===== src/rtl/mdio_mgmt_pkg.sv =====
package mdio_mgmt_pkg;
  localparam int PHY_W     = 5;
  localparam int REG_W     = 5;
  localparam int DAT_W     = 16;
  localparam int FRAME_LEN = 64;
  localparam int IDX_W     = $clog2(FRAME_LEN);
  localparam int RELEASE_AT = 46;   // first bit time the PHY owns in a read
  localparam int SAMPLE_AT  = 48;   // first sampled data bit
  localparam int OFS_CMD   = 'h00;
  localparam int OFS_CAUSE = 'h7C;
  localparam int OFS_MASK  = 'h80;
  localparam int B_OP      = 26;
  localparam int B_VALID   = 27;
  localparam int B_BUSY    = 28;
  localparam int B_DONE    = 4;

  // Value of bit time idx of a frame (MSB-first assembly of the whole frame)
  function automatic logic frame_bit(input logic [IDX_W-1:0] idx,
                                     input logic is_rd,
                                     input logic [PHY_W-1:0] phy,
                                     input logic [REG_W-1:0] ra,
                                     input logic [DAT_W-1:0] wd);
    logic [FRAME_LEN-1:0] fr;
    fr = {32'hFFFF_FFFF, 2'b01, is_rd, ~is_rd, phy, ra, 2'b10, wd};
    return fr[IDX_W'(FRAME_LEN-1) - idx];
  endfunction

  // Whether the master owns the line during bit time idx
  function automatic logic master_drives(input logic [IDX_W-1:0] idx,
                                         input logic is_rd);
    return !(is_rd && (idx >= IDX_W'(RELEASE_AT)));
  endfunction
endpackage


===== src/rtl/mdio_mdc_div.sv =====
module mdio_mdc_div #(
  parameter int MDC_HALF = 2
) (
  input  logic clk,
  input  logic rst_n,
  input  logic run,
  output logic mdc,
  output logic rise_evt,
  output logic fall_evt
);
  localparam int CW = (MDC_HALF > 1) ? $clog2(MDC_HALF) : 1;

  logic [CW-1:0] cnt;
  logic          tick;

  assign tick     = run && (cnt == CW'(MDC_HALF - 1));
  assign rise_evt = tick && !mdc;
  assign fall_evt = tick && mdc;

  always_ff @(posedge clk) begin
    if (!rst_n || !run) begin
      cnt <= '0;
      mdc <= 1'b0;
    end else if (tick) begin
      cnt <= '0;
      mdc <= ~mdc;
    end else begin
      cnt <= cnt + CW'(1);
    end
  end
endmodule


===== src/rtl/mdio_frame_seq.sv =====
module mdio_frame_seq
  import mdio_mgmt_pkg::*;
(
  input  logic             clk,
  input  logic             rst_n,
  input  logic             start,
  input  logic             is_rd,
  input  logic [PHY_W-1:0] phy,
  input  logic [REG_W-1:0] ra,
  input  logic [DAT_W-1:0] wd,
  input  logic             rise_evt,
  input  logic             fall_evt,
  input  logic             mdio_i,
  output logic             busy,
  output logic             mdio_o,
  output logic             mdio_oe,
  output logic             frame_done,
  output logic [DAT_W-1:0] rx_data
);
  logic [IDX_W-1:0] idx;
  logic             last_bit;
  logic             sample_now;

  assign last_bit   = (idx == IDX_W'(FRAME_LEN - 1));
  assign frame_done = busy && fall_evt && last_bit;
  assign sample_now = busy && rise_evt && is_rd && (idx >= IDX_W'(SAMPLE_AT));
  assign mdio_o     = busy && frame_bit(idx, is_rd, phy, ra, wd);
  assign mdio_oe    = busy && master_drives(idx, is_rd);

  always_ff @(posedge clk) begin
    if (!rst_n) begin
      busy    <= 1'b0;
      idx     <= '0;
      rx_data <= '0;
    end else begin
      if (start) begin
        busy <= 1'b1;
        idx  <= '0;
      end else if (busy && fall_evt) begin
        if (last_bit) busy <= 1'b0;
        else          idx  <= idx + IDX_W'(1);
      end
      if (sample_now) rx_data <= {rx_data[DAT_W-2:0], mdio_i};
    end
  end
endmodule


===== src/rtl/mdio_csr.sv =====
module mdio_csr
  import mdio_mgmt_pkg::*;
#(
  parameter int ADDR_W = 8
) (
  input  logic              clk,
  input  logic              rst_n,
  input  logic [ADDR_W-1:0] reg_addr,
  input  logic              reg_we,
  input  logic [31:0]       reg_wdata,
  input  logic              busy,
  input  logic              frame_done,
  input  logic [DAT_W-1:0]  rx_data,
  output logic [31:0]       reg_rdata,
  output logic              start,
  output logic              is_rd,
  output logic [PHY_W-1:0]  phy,
  output logic [REG_W-1:0]  ra,
  output logic [DAT_W-1:0]  wd,
  output logic              rd_valid,
  output logic              irq_cause,
  output logic              irq_mask,
  output logic              irq
);
  logic sel_cmd, sel_cause, sel_mask;

  assign sel_cmd   = (reg_addr == ADDR_W'(OFS_CMD));
  assign sel_cause = (reg_addr == ADDR_W'(OFS_CAUSE));
  assign sel_mask  = (reg_addr == ADDR_W'(OFS_MASK));
  assign start     = reg_we && sel_cmd && !busy;
  assign irq       = irq_cause && irq_mask;

  always_ff @(posedge clk) begin
    if (!rst_n) begin
      is_rd     <= 1'b0;
      phy       <= '0;
      ra        <= '0;
      wd        <= '0;
      rd_valid  <= 1'b0;
      irq_cause <= 1'b0;
      irq_mask  <= 1'b0;
    end else begin
      if (start) begin
        wd       <= reg_wdata[DAT_W-1:0];
        phy      <= reg_wdata[DAT_W +: PHY_W];
        ra       <= reg_wdata[DAT_W+PHY_W +: REG_W];
        is_rd    <= reg_wdata[B_OP];
        rd_valid <= 1'b0;
      end else if (frame_done && is_rd) begin
        wd       <= rx_data;
        rd_valid <= 1'b1;
      end
      if (frame_done)
        irq_cause <= 1'b1;
      else if (reg_we && sel_cause && !reg_wdata[B_DONE])
        irq_cause <= 1'b0;
      if (reg_we && sel_mask) irq_mask <= reg_wdata[B_DONE];
    end
  end

  always_comb begin
    reg_rdata = '0;
    if (sel_cmd) begin
      reg_rdata[DAT_W-1:0]             = wd;
      reg_rdata[DAT_W +: PHY_W]        = phy;
      reg_rdata[DAT_W+PHY_W +: REG_W]  = ra;
      reg_rdata[B_OP]                  = is_rd;
      reg_rdata[B_VALID]               = rd_valid;
      reg_rdata[B_BUSY]                = busy;
    end else if (sel_cause) begin
      reg_rdata[B_DONE] = irq_cause;
    end else if (sel_mask) begin
      reg_rdata[B_DONE] = irq_mask;
    end
  end
endmodule


===== src/rtl/mdio_mgmt_master.sv =====
module mdio_mgmt_master
  import mdio_mgmt_pkg::*;
#(
  parameter int ADDR_W   = 8,
  parameter int MDC_HALF = 25
) (
  input  logic              clk,
  input  logic              rst_n,
  input  logic [ADDR_W-1:0] reg_addr,
  input  logic              reg_we,
  input  logic [31:0]       reg_wdata,
  output logic [31:0]       reg_rdata,
  output logic              irq,
  output logic              mdc,
  output logic              mdio_o,
  output logic              mdio_oe,
  input  logic              mdio_i
);
  logic             busy, start, frame_done, rise_evt, fall_evt;
  logic             is_rd, rd_valid, irq_cause, irq_mask;
  logic [PHY_W-1:0] phy;
  logic [REG_W-1:0] ra;
  logic [DAT_W-1:0] wd, rx_data;

  mdio_csr #(.ADDR_W(ADDR_W)) csr_i (
    .clk(clk), .rst_n(rst_n), .reg_addr(reg_addr), .reg_we(reg_we),
    .reg_wdata(reg_wdata), .busy(busy), .frame_done(frame_done),
    .rx_data(rx_data), .reg_rdata(reg_rdata), .start(start),
    .is_rd(is_rd), .phy(phy), .ra(ra), .wd(wd), .rd_valid(rd_valid),
    .irq_cause(irq_cause), .irq_mask(irq_mask), .irq(irq)
  );

  mdio_mdc_div #(.MDC_HALF(MDC_HALF)) div_i (
    .clk(clk), .rst_n(rst_n), .run(busy), .mdc(mdc),
    .rise_evt(rise_evt), .fall_evt(fall_evt)
  );

  mdio_frame_seq seq_i (
    .clk(clk), .rst_n(rst_n), .start(start), .is_rd(is_rd), .phy(phy),
    .ra(ra), .wd(wd), .rise_evt(rise_evt), .fall_evt(fall_evt),
    .mdio_i(mdio_i), .busy(busy), .mdio_o(mdio_o), .mdio_oe(mdio_oe),
    .frame_done(frame_done), .rx_data(rx_data)
  );
endmodule


===== config.mk =====
export PLATFORM = sky130hd
export DESIGN_NAME = mdio_mgmt_master
export DESIGN_NICKNAME = d
export VERILOG_FILES = /design/src/rtl/mdio_mgmt_pkg.sv /design/src/rtl/mdio_mdc_div.sv /design/src/rtl/mdio_frame_seq.sv /design/src/rtl/mdio_csr.sv /design/src/rtl/mdio_mgmt_master.sv
export SDC_FILE = /design/constraint.sdc
export NUM_CORES = 1
export LEC_CHECK = 0
export ABC_AREA = 0
export BUFFER_PORTS_ARGS = -buffer_cell sky130_fd_sc_hd__buf_2
export CORE_UTILIZATION = 57
export DETAILED_ROUTE_END_ITERATION = 8
export PLACE_DENSITY = 0.85
export SYNTH_ARGS = -nofsm -noshare
export SYNTH_HDL_FRONTEND = slang
export SYNTH_SLANG_ARGS = --single-unit
export TNS_END_PERCENT = 30

===== constraint.sdc =====
create_clock -name clk -period 4.2 [get_ports clk]
set_input_delay 0.42 -clock clk [delete_from_list [all_inputs] [get_ports clk]]
set_output_delay 0.42 -clock clk [all_outputs]
set_load 0.02 [all_outputs]

==> impl_metrics.yaml, run 1 <==
clock_tree:
  ctsHtreeMaxLevel: 3
  clk_latency_ns: 0.34
  cts_hold_buffers: 0
  post_cts.resized_instances: 0
  tritoncts_clock_tree: "built"
  number_of_cts_inserted_buffers: 9
  cts_max_path_buffers: 2
  numClockSinks: 59
  clk_pin_slew_ns: 0.06
  clock_root_buffer: "sky130_fd_sc_hd__clkbuf_8"
  cts_setup_buffers: 0
yosys:
  synth.yosys.seq_area_share: 0.3689
  compound_gate_portion_of_the_synthesized_area: 0.1403
  post_synth_num_cell_types: 51
  synth_async_sr_flop_share: 0
  synth_xor_area_frac: 0.01368
  warnings_from_yosys: 0
  synth-edff-count: 0
  largest_cells_by_area_after_synthesis: "sky130_fd_sc_hd__dfxtp_1, sky130_fd_sc_hd__mux2i_1, sky130_fd_sc_hd__and2_1"
  post_synth_and_or_nand_nor_area_fraction: 0.2528
  synth.largest_area_cell: "sky130_fd_sc_hd__dfxtp_1"
  adder_and_majority_gate_portion_of_the_synthesized_area: 0.01172
  mappedNetlistArea_um2: 3202
  postSynthAreaPerCell_um2: 9.070
  synth.top_cell.area_share: 0.3689
  number_of_synthesized_register_bits: 59
  postSynthCellCount: 353
  synth.mux.area_fraction: 0.1348
  dominantRegCellSynth: "sky130_fd_sc_hd__dfxtp_1"
  synth_top_family_by_area: "simple AND/OR/NAND/NOR gates"
global_route:
  global_route.overflow_total: 0
  grt_pass1_vias: 2609
  antenna_found_initial: 0
  grt_start_max_net_pins: 50
  grt_util_all_layers: 0.2629
  grt_first_pass_wirelength_um: 12250
final_layout:
  area_growth_pct: 12.58
  number_of_fill_cells: 450
  share_of_final_layout_standard_cells_stronger_than_drive_strength_1: 0.2512
  finalInstanceArea_um2: 3605
  finish.net_count: 453
  num_antenna_cells: 0
  fin_util: 0.6840
floorplanning:
  core_region_um2: 5270
  floorplan.rows: 26
  initial_core_util: 0.6075
  die_width_um: 76.95
  die-area_um2: 5921
  design.portCount: 80
  die_h_um: 76.95
sta:
  rsz_0062_raised_after_global_routing: "false"
  finClkSkew_ns: 0.004601
  final-setup-viol-count: 0
  tns_ns: 0
  timing.slew.headroom: 0.2086
  timing.final.hold_violations: 0
  slew_violations: 0
  fmax_ghz: 0.3252
  period_minus_slack_ns: 3.075
  tightestPinTransition_ns: 1.183
  holdWs_ns: 0.3360
  worst_slack_ns: 1.125
  timing.final.crit_share: 0.7321
worst_setup_path:
  cp_data_arrival_time_ns: 2.65
  worstSetupStartpointType: "register"
  setup.reg_to_reg.worst_slack_ns: 1.44
  timing.rr.start: "seq_i.idx[1]"
  cp-end-kind: "primary output"
  list_of_cells_traversed_by_the_critical_path: "mux4_2, a2111oi_0, a211oi_1, buf_2"
  crit_family: "flip-flops"
  worstRegToRegCells: 5
  rr_endpoint: "csr_i.wd[10]"
  critPathKind: "reg2out"
  crit_required_ns: 3.78
  crit_path_top_delay_cell: "sky130_fd_sc_hd__dfxtp_1"
  max_stage_delay_ns: 0.84
  critical_path_peak_fanout: 17
  cp.buffers_inverters: 1
pwr:
  cellPowerDensity_nw_per_um2: 288.7
  vdd_drop_max_mv: 0.1932
  leakagePower_nw: 1.549
run_status:
  outcome: "finished clean"
drt:
  initialDrtViolationCount: 250
  wl_per_cell_um: 15.33
  route.detailed.drc: 0
  detailedRoute.firstPassIterationCount: 4
  via_count: 2782
  vias_per_cell: 5.796
  drt-total-wl_um: 7356
  drtAntennaViolNets: 0
placement:
  port_buffers: 71
  dpl-instance-area_um2: 3445
  globalplace.congestion: 0.8653
  post-dp-hpwl_um: 4993
  preCtsSetupSlack_ns: 1.528
min_path:
  min_path_cells: 3
  worst_hold_end: "csr_i.phy[3]"
  min-delay-start: "reg_wdata[19]"
  timing.hold.worst.class: "in2reg"
run:
  max_cap_violations: 0
## cell families (layout without fill, tap and decap cells)
family          count (synthesis)  count (layout)
fa+ha+maj                       3               3
mux                            38              38
simple gates                  134             134
compound gates                 74              74
buf+inv                        39              94
other cells                     1               3
xor+xnor                        5               5
flops                          59              59
## worst min-delay path: stages
cell and delay, ns:
sky130_fd_sc_hd__buf_2 0.07, sky130_fd_sc_hd__mux2i_1 0.05, sky130_fd_sc_hd__nor2b_1 0.09
## registers in the layout (all words and copies together) (netlist names)
| register | cells |
|---|---|
| div_i.cnt | 5 |
| csr_i.wd | 16 |
| seq_i.busy | 1 |
| csr_i.irq_mask | 1 |
| csr_i.rd_valid | 1 |
| csr_i.ra | 5 |
| csr_i.irq_cause | 1 |
| csr_i.is_rd | 1 |
| seq_i.idx | 6 |
| seq_i.rx_data | 16 |
| csr_i.phy | 5 |
| div_i.mdc | 1 |
## power by group
group	switching (mW)	internal, mW
registers	0.000479	0.560
logic	0.0218	0.0212
clock network	0.213	0.224
## per-stage QoR
| stage | total power [mW] | std cells |
|---|---|---|
| 2_1_floorplan | 0.5964 | 355 |
| 3_3_place_gp | 0.6143 | 465 |
| 3_5_place_dp | 0.6154 | 465 |
| 4_1_cts | 1.045 | 480 |
| 5_1_grt | 1.076 | 480 |
| 6_report | 1.041 | 480 |
## area by class of cell
class / instances / area, um^2 / area share
Multi-Input combinational cell: 257 / 1783 / 0.4946
Sequential cell: 59 / 1181 / 0.3277
Timing Repair Buffer: 73 / 370.4 / 0.1027
Clock buffer: 12 / 145.1 / 0.04026
Tap cell: 70 / 87.58 / 0.02430
Inverter: 6 / 22.52 / 0.006248
Clock inverter: 3 / 15.01 / 0.004165
## placed cells by master, fill, tap and decap left out, types with 4 or more instances in the layout
master                      n
sky130_fd_sc_hd__o21ai_0   36
sky130_fd_sc_hd__a31oi_1   20
sky130_fd_sc_hd__inv_1      6
sky130_fd_sc_hd__nand3_1    7
sky130_fd_sc_hd__nor2b_1   31
sky130_fd_sc_hd__dfxtp_1   59
sky130_fd_sc_hd__buf_2     71
sky130_fd_sc_hd__clkbuf_8  10
sky130_fd_sc_hd__and2_1    31
sky130_fd_sc_hd__mux2i_1   33
sky130_fd_sc_hd__nand2_1   10
sky130_fd_sc_hd__mux4_2     4
sky130_fd_sc_hd__nor2_1    11
sky130_fd_sc_hd__a21oi_1    6
sky130_fd_sc_hd__nand4_1   18
## synth_stat cells (all sizes together), types with 2 or more instances
cell type	number
nand2	10
and4b	2
inv	6
o21ai	36
nor2b	31
or3	2
and3	5
clkbuf	17
nand2b	3
xnor2	2
nand3	8
a22oi	2
nor4	2
nor3b	2
a31oi	20
nor3	3
nor2	11
xor2	3
ha	3
a21oi	7
and2	33
buf	15
nand4	18
mux2i	33
mux4	4
dfxtp	59
## metal layers
metal  global-route usage  vias to the layer above  part of all wire
met5                    0                        -                 0
met4               0.1346                        0             0.020
met3              0.04881                       15             0.057
met2               0.4313                       86              0.49
met1               0.3274                     1321              0.43
li1                     -                     1360                 -
## worst max-delay path by stage
| stage | from | end | slack, ns | cells past startpoint |
|---|---|---|---|---|
| final | seq_i.idx[1] | mdio_o | 1.13 | 4 |
| after global routing | seq_i.idx[1] | mdio_o | 1.04 | 4 |
| after CTS | seq_i.idx[1] | mdio_o | 1.17 | 4 |
| after detailed placement | seq_i.idx[1] | csr_i.wd[10] | 1.53 | 5 |
| after global placement | seq_i.idx[1] | csr_i.wd[10] | 1.56 | 5 |
| after floorplan | seq_i.idx[1] | mdio_o | 2.05 | 5 |
(Power assumes the default switching activity.)
==> run 2: changes to the inputs <==
--- a/config.mk
+++ b/config.mk
@@ -5,11 +5,11 @@
 export SDC_FILE = /design/constraint.sdc
 export NUM_CORES = 1
 export LEC_CHECK = 0
-export ABC_AREA = 0
+export ABC_AREA = 1
 export BUFFER_PORTS_ARGS = -buffer_cell sky130_fd_sc_hd__buf_2
-export CORE_UTILIZATION = 57
+export CORE_UTILIZATION = 53
 export DETAILED_ROUTE_END_ITERATION = 8
-export PLACE_DENSITY = 0.85
+export PLACE_DENSITY = 0.8
 export SYNTH_ARGS = -nofsm -noshare
 export SYNTH_HDL_FRONTEND = slang
 export SYNTH_SLANG_ARGS = --single-unit
==> constraint.sdc (replaced) <==
create_clock -name clk -period 3.2 [get_ports clk]
set_input_delay 0.32 -clock clk [delete_from_list [all_inputs] [get_ports clk]]
set_output_delay 0.32 -clock clk [all_outputs]
set_load 0.02 [all_outputs]
==> impl_metrics.yaml, run 2 <==
run_status:
  outcome: "finished clean"
global_route:
  grt_start_max_net_pins: 35
  antenna_found_initial: 0
  grt_pass1_vias: 2793
  grt_util_all_layers: 0.2447
  grt_first_pass_wirelength_um: 12020
  global_route.overflow_total: 0
drt:
  vias_per_cell: 5.053
  initialDrtViolationCount: 159
  via_count: 3153
  wl_per_cell_um: 11.57
  route.detailed.drc: 0
  drt-total-wl_um: 7217
  detailedRoute.firstPassIterationCount: 5
  drtAntennaViolNets: 0
clock_tree:
  ctsHtreeMaxLevel: 3
  number_of_cts_inserted_buffers: 9
  post_cts.resized_instances: 0
  clock_root_buffer: "sky130_fd_sc_hd__clkbuf_8"
  cts_hold_buffers: 0
  numClockSinks: 59
  clk_pin_slew_ns: 0.06
  cts_setup_buffers: 0
  cts_max_path_buffers: 2
  clk_latency_ns: 0.34
  tritoncts_clock_tree: "built"
final_layout:
  reg.largest.list: "csr_i.wd (16), seq_i.rx_data (16), seq_i.idx (6)"
  fin_util: 0.6527
  num_antenna_cells: 0
  area_growth_pct: 16.05
  finish.net_count: 594
  share_of_final_layout_standard_cells_stronger_than_drive_strength_1: 0.2264
  final_cell_mix: "sky130_fd_sc_hd__nand2_1, sky130_fd_sc_hd__nor2_1, sky130_fd_sc_hd__buf_2"
  layout.cells.most_common: "sky130_fd_sc_hd__nand2_1"
sta:
  fmax_ghz: 0.4033
  worst_slack_ns: 0.7206
  final-setup-viol-count: 0
  period_minus_slack_ns: 2.479
  timing.final.hold_violations: 0
  tns_ns: 0
  finClkSkew_ns: 0.004207
  rsz_0062_raised_after_global_routing: "false"
  timing.final.crit_share: 0.7748
  tightestPinTransition_ns: 0.6806
  slew_violations: 0
  holdWs_ns: 0.1753
  timing.slew.headroom: 0.5446
pwr:
  vdd_drop_max_mv: 0.3004
  internal-power_mw: 1.077
  leakagePower_nw: 1.684
  p_sw_frac: 0.2213
  cellPowerDensity_nw_per_um2: 375.7
  switchingPower_mw: 0.3061
  pwr-share-seq: 0.531
  clkPwrFrac: 0.431
  share_of_power_burned_in_combinational_logic: 0.038
floorplanning:
  die_h_um: 79.38
  floorplan.rows: 27
  initial_core_util: 0.5624
  die-area_um2: 6300
  core_region_um2: 5642
  die_width_um: 79.38
  design.portCount: 80
run:
  max_cap_violations: 0
worst_setup_path:
  cp_data_arrival_time_ns: 2.16
  crit_required_ns: 2.88
  critical_path_peak_fanout: 16
  critPathKind: "reg2out"
  cp-end-kind: "primary output"
  worstSetupStartpointType: "register"
yosys:
  post_synth_num_cell_types: 29
  postSynthAreaPerCell_um2: 6.556
  synthTopCellsByCount: "sky130_fd_sc_hd__nand2_1, sky130_fd_sc_hd__nor2_1, sky130_fd_sc_hd__dfxtp_1, sky130_fd_sc_hd__nand3_1, sky130_fd_sc_hd__inv_1"
  dominant_cell_by_count_in_the_synthesized_netlist: "sky130_fd_sc_hd__nand2_1"
  largest_cells_by_area_after_synthesis: "sky130_fd_sc_hd__dfxtp_1, sky130_fd_sc_hd__nand2_1, sky130_fd_sc_hd__nor2_1"
  synth.top_cell.area_share: 0.3722
  postSynthCellCount: 484
  synth.yosys.seq_area_share: 0.3722
  synth_async_sr_flop_share: 0
  synth.largest_area_cell: "sky130_fd_sc_hd__dfxtp_1"
  mappedNetlistArea_um2: 3173
  synth-edff-count: 0
  warnings_from_yosys: 0
  number_of_synthesized_register_bits: 59
  compound_gate_portion_of_the_synthesized_area: 0.1159
  synth_top_family_by_area: "simple AND/OR/NAND/NOR gates"
  synth.mux.area_fraction: 0
  adder_and_majority_gate_portion_of_the_synthesized_area: 0.01183
  post_synth_and_or_nand_nor_area_fraction: 0.3782
  dominantRegCellSynth: "sky130_fd_sc_hd__dfxtp_1"
  synth_xor_area_frac: 0.008281
min_path:
  timing.hold.worst.class: "in2reg"
placement:
  globalplace.congestion: 0.8235
  preCtsSetupSlack_ns: 1.019
  post-dp-hpwl_um: 5183
  port_buffers: 71
run 2: cell types whose count changed in the layout (fill, tap and decap cells not counted), sizes merged, moves of 3 or more:
cell    before  now
nand2       10  123
nor2        11   85
nand3        8   59
inv          6   55
and2        33    0
mux2i       33    0
nor2b       31    0
a21oi        7   28
a31oi       20    1
nand4       18    2
and3         5    0
mux4         4    0
nand2b       3    0
run 2: layer usage:
layer / GRT usage / up-vias / wire length (um)
li1: - / 1644 / -
met1: 0.2741 / 1425 / 3184
met2: 0.4371 / 70 / 3528
met4: 0.1145 / 0 / 150
met5: 0 / - / 0
met3: 0.05486 / 14 / 353
run 2: power groups by stage:
stage                     registers [mW]  logic, mW  clock network [mW]
after CTS                          0.735     0.0529               0.606
final                              0.735     0.0528               0.596
after floorplan                    0.751     0.0265                   0
after global routing               0.734     0.0584               0.648
after detailed placement           0.751     0.0530                   0
after global placement             0.751     0.0522                   0
run 2: final cells by class:
type	count	area, um^2
fillers	533	1959
well taps	72	90.09
clock buffers	14	162.7
flip-flops and latches	59	1181
repair buffers	75	385.4
inverters	56	210.2
multi-input cells	346	1643
clock inverters	2	10.01
run 2: logic make-up (layout without fill, tap and decap cells):
kind of cell	Yosys count	after routing
other	1	3
buffers and inverters	81	147
AOI/OAI and AO/OA	65	65
adders and majority gates	3	3
xor gates and xnor gates	3	3
and+or+nand+nor	272	272
DFF	59	59
run 2: path summary, 6_finish.rpt:
check,startpoint,to,slack (ns),depth (start not counted)
max,seq_i.idx[0],mdio_o,0.72,9
max reg2reg,seq_i.idx[0],csr_i.wd[4],1.06,8
min reg2reg,csr_i.rd_valid,csr_i.rd_valid,0.46,2
min,reg_wdata[18],csr_i.phy[2],0.18,3
run 2: worst max-delay path: stages (launching register included):
cell and delay, ns:
sky130_fd_sc_hd__dfxtp_1 0.67, sky130_fd_sc_hd__inv_1 0.35, sky130_fd_sc_hd__a21oi_1 0.22, sky130_fd_sc_hd__o21ai_0 0.10
sky130_fd_sc_hd__nand2_1 0.07, sky130_fd_sc_hd__nand2_1 0.05, sky130_fd_sc_hd__nand2_1 0.05, sky130_fd_sc_hd__nor2_1 0.04
sky130_fd_sc_hd__nor2_1 0.09, sky130_fd_sc_hd__buf_2 0.17
run 2: per-stage QoR:
stage	cells	area (um^2)	power, mW
floorplan	486	3181	0.7775
global placement	608	3510	0.8033
detailed placement	608	3510	0.8041
CTS	624	3682	1.394
global route	624	3682	1.440
finish	624	3682	1.384
==> run 3: changes to the inputs <==
==> constraint.sdc (replaced) <==
create_clock -name clk -period 2.3 [get_ports clk]
set_input_delay 0.23 -clock clk [delete_from_list [all_inputs] [get_ports clk]]
set_output_delay 0.23 -clock clk [all_outputs]
set_load 0.02 [all_outputs]
==> impl_metrics.yaml, run 3 (synthesis results as in run 2) <==
worst_setup_path:
  max_stage_delay_ns: 0.47
  list_of_cells_traversed_by_the_critical_path: "clkinvlp_4, buf_4, nand2_1, nand3_1, nand3_1, nand3_1, nand2_1, nand2_1, nor2_1, buf_2"
  timing.rr.start: "seq_i.idx[1]"
  worstSetupStartpointType: "register"
  cp-end-kind: "primary output"
  crit_family: "simple AND/OR/NAND/NOR gates"
  worstRegToRegCells: 7
  crit_required_ns: 2.07
  setup.reg_to_reg.worst_slack_ns: 0.58
  critPathKind: "reg2out"
  cp_data_arrival_time_ns: 1.83
  rr_endpoint: "csr_i.wd[15]"
  cp.buffers_inverters: 3
  critical_path_peak_fanout: 13
  crit_path_top_delay_cell: "sky130_fd_sc_hd__dfxtp_2"
min_path:
  min-delay-start: "reg_wdata[19]"
  worst_hold_end: "csr_i.phy[3]"
  min_path_cells: 3
  timing.hold.worst.class: "in2reg"
sta:
  fmax_ghz: 0.4860
  final-setup-viol-count: 0
  period_minus_slack_ns: 2.058
  slew_violations: 0
  finClkSkew_ns: 0.002042
  rsz_0062_raised_after_global_routing: "false"
  tns_ns: 0
  timing.final.crit_share: 0.8947
  timing.final.hold_violations: 0
  worst_slack_ns: 0.2422
clock_tree:
  ctsHtreeMaxLevel: 3
  cts_max_path_buffers: 2
  tritoncts_clock_tree: "built"
  clk_pin_slew_ns: 0.06
  clk_latency_ns: 0.34
  number_of_cts_inserted_buffers: 9
  clock_root_buffer: "sky130_fd_sc_hd__clkbuf_8"
  numClockSinks: 59
drt:
  drtAntennaViolNets: 0
  vias_per_cell: 5.035
  detailedRoute.firstPassIterationCount: 6
  via_count: 3162
  initialDrtViolationCount: 152
  wl_per_cell_um: 11.56
  route.detailed.drc: 0
  drt-total-wl_um: 7258
final_layout:
  reg.largest.list: "csr_i.wd (16), seq_i.rx_data (16), seq_i.idx (6)"
  num_antenna_cells: 0
  finish.net_count: 599
  finalInstanceArea_um2: 3716
  layout.cells.most_common: "sky130_fd_sc_hd__nand2_1"
  layout.area.seq_um2: 1182
  share_of_final_layout_standard_cells_stronger_than_drive_strength_1: 0.2392
  area_growth_pct: 17.11
  number_of_fill_cells: 526
  final_cell_mix: "sky130_fd_sc_hd__nand2_1, sky130_fd_sc_hd__nor2_1, sky130_fd_sc_hd__buf_2"
  multi_input_area_um2: 1643
floorplanning:
  die_h_um: 79.38
  design.portCount: 80
  core_region_um2: 5642
  initial_core_util: 0.5624
  die-area_um2: 6300
  floorplan.rows: 27
  die_width_um: 79.38
pwr:
  cellPowerDensity_nw_per_um2: 513.7
  leakagePower_nw: 1.707
  vdd_drop_max_mv: 0.3445
placement:
  post-dp-hpwl_um: 5206
  port_buffers: 71
  globalplace.congestion: 0.8226
  dpl-instance-area_um2: 3540
  preCtsSetupSlack_ns: 0.4701
global_route:
  grt_first_pass_wirelength_um: 12190
  grt_start_max_net_pins: 37
  grt_util_all_layers: 0.2473
  antenna_found_initial: 0
  global_route.overflow_total: 0
  grt_pass1_vias: 2815
run:
  max_cap_violations: 0
run_status:
  outcome: "finished clean"
-- run 3: cell types whose count changed in the layout (fill, tap and decap cells not counted), sizes merged --
cell / delta
buf: +5
clkbuf: -2
clkinvlp: +2
inv: -1
-- run 3: metrics by stage --
step / util / std cells / power (mW) / hold slack [ns]
final: 0.6587 / 628 / 1.909 / 0.09209
after global routing: 0.6587 / 628 / 1.983 / 0.09703
after CTS: 0.6558 / 627 / 1.925 / 0.08794
after detailed placement: 0.6274 / 612 / 1.120 / 0.4370
after global placement: 0.6274 / 612 / 1.118 / 0.4307
after floorplan: - / 486 / 1.082 / 0.3427
-- run 3: power by group --
group	total (mW)	switching [mW]	leakage [nW]	internal, mW
clock network	0.812	0.403	0.0860	0.409
registers	1.02	0.000239	0.475	1.02
logic	0.0749	0.0439	1.15	0.0310
-- run 3: worst max path at each step --
stage	start	cells after the start	slack [ns]	to
after floorplan	seq_i.idx[1]	9	0.71	mdio_o
after global placement	seq_i.idx[0]	9	0.48	mdio_o
after detailed placement	seq_i.idx[0]	11	0.47	mdio_o
after CTS	seq_i.idx[0]	11	0.09	mdio_o
after global routing	seq_i.idx[1]	9	0.01	mdio_o
final	seq_i.idx[0]	10	0.24	mdio_o
-- run 3: timing repair --
action,4_1_cts,5_1_grt
gates resized for setup,0,3
hold buffers,0,0
buffers inserted,0,1
setup endpoints to repair,0,1
-- run 3: per-layer routing --
layer  routed length (um)  vias to the layer above  share of wire  global-route usage
li1                     -                     1649              -                   -
met1                 3211                     1410           0.44              0.2829
met2                 3522                       87           0.49              0.4371
met3                  356                       16          0.049             0.05029
met4                  167                        0          0.023              0.1182
met5                    0                        -              0                   0
-- run 3: cell type report --
type                            count  area share
Clock buffer                       12     0.03906
Multi-Input combinational cell    346      0.4421
Sequential cell                    59      0.3182
Timing Repair Buffer               80      0.1138
Inverter                           56     0.05859
Clock inverter                      3    0.004040
Tap cell                           72     0.02424
-- run 3: worst reg2reg max path, cell delays in order, from the launching register on --
cell and delay, ns:
sky130_fd_sc_hd__dfxtp_1 0.49, sky130_fd_sc_hd__ha_1 0.29, sky130_fd_sc_hd__nand3_2 0.11, sky130_fd_sc_hd__nor2_4 0.16
sky130_fd_sc_hd__nand2_4 0.16, sky130_fd_sc_hd__nand2_4 0.23, sky130_fd_sc_hd__nand2_1 0.10, sky130_fd_sc_hd__a21oi_1 0.12
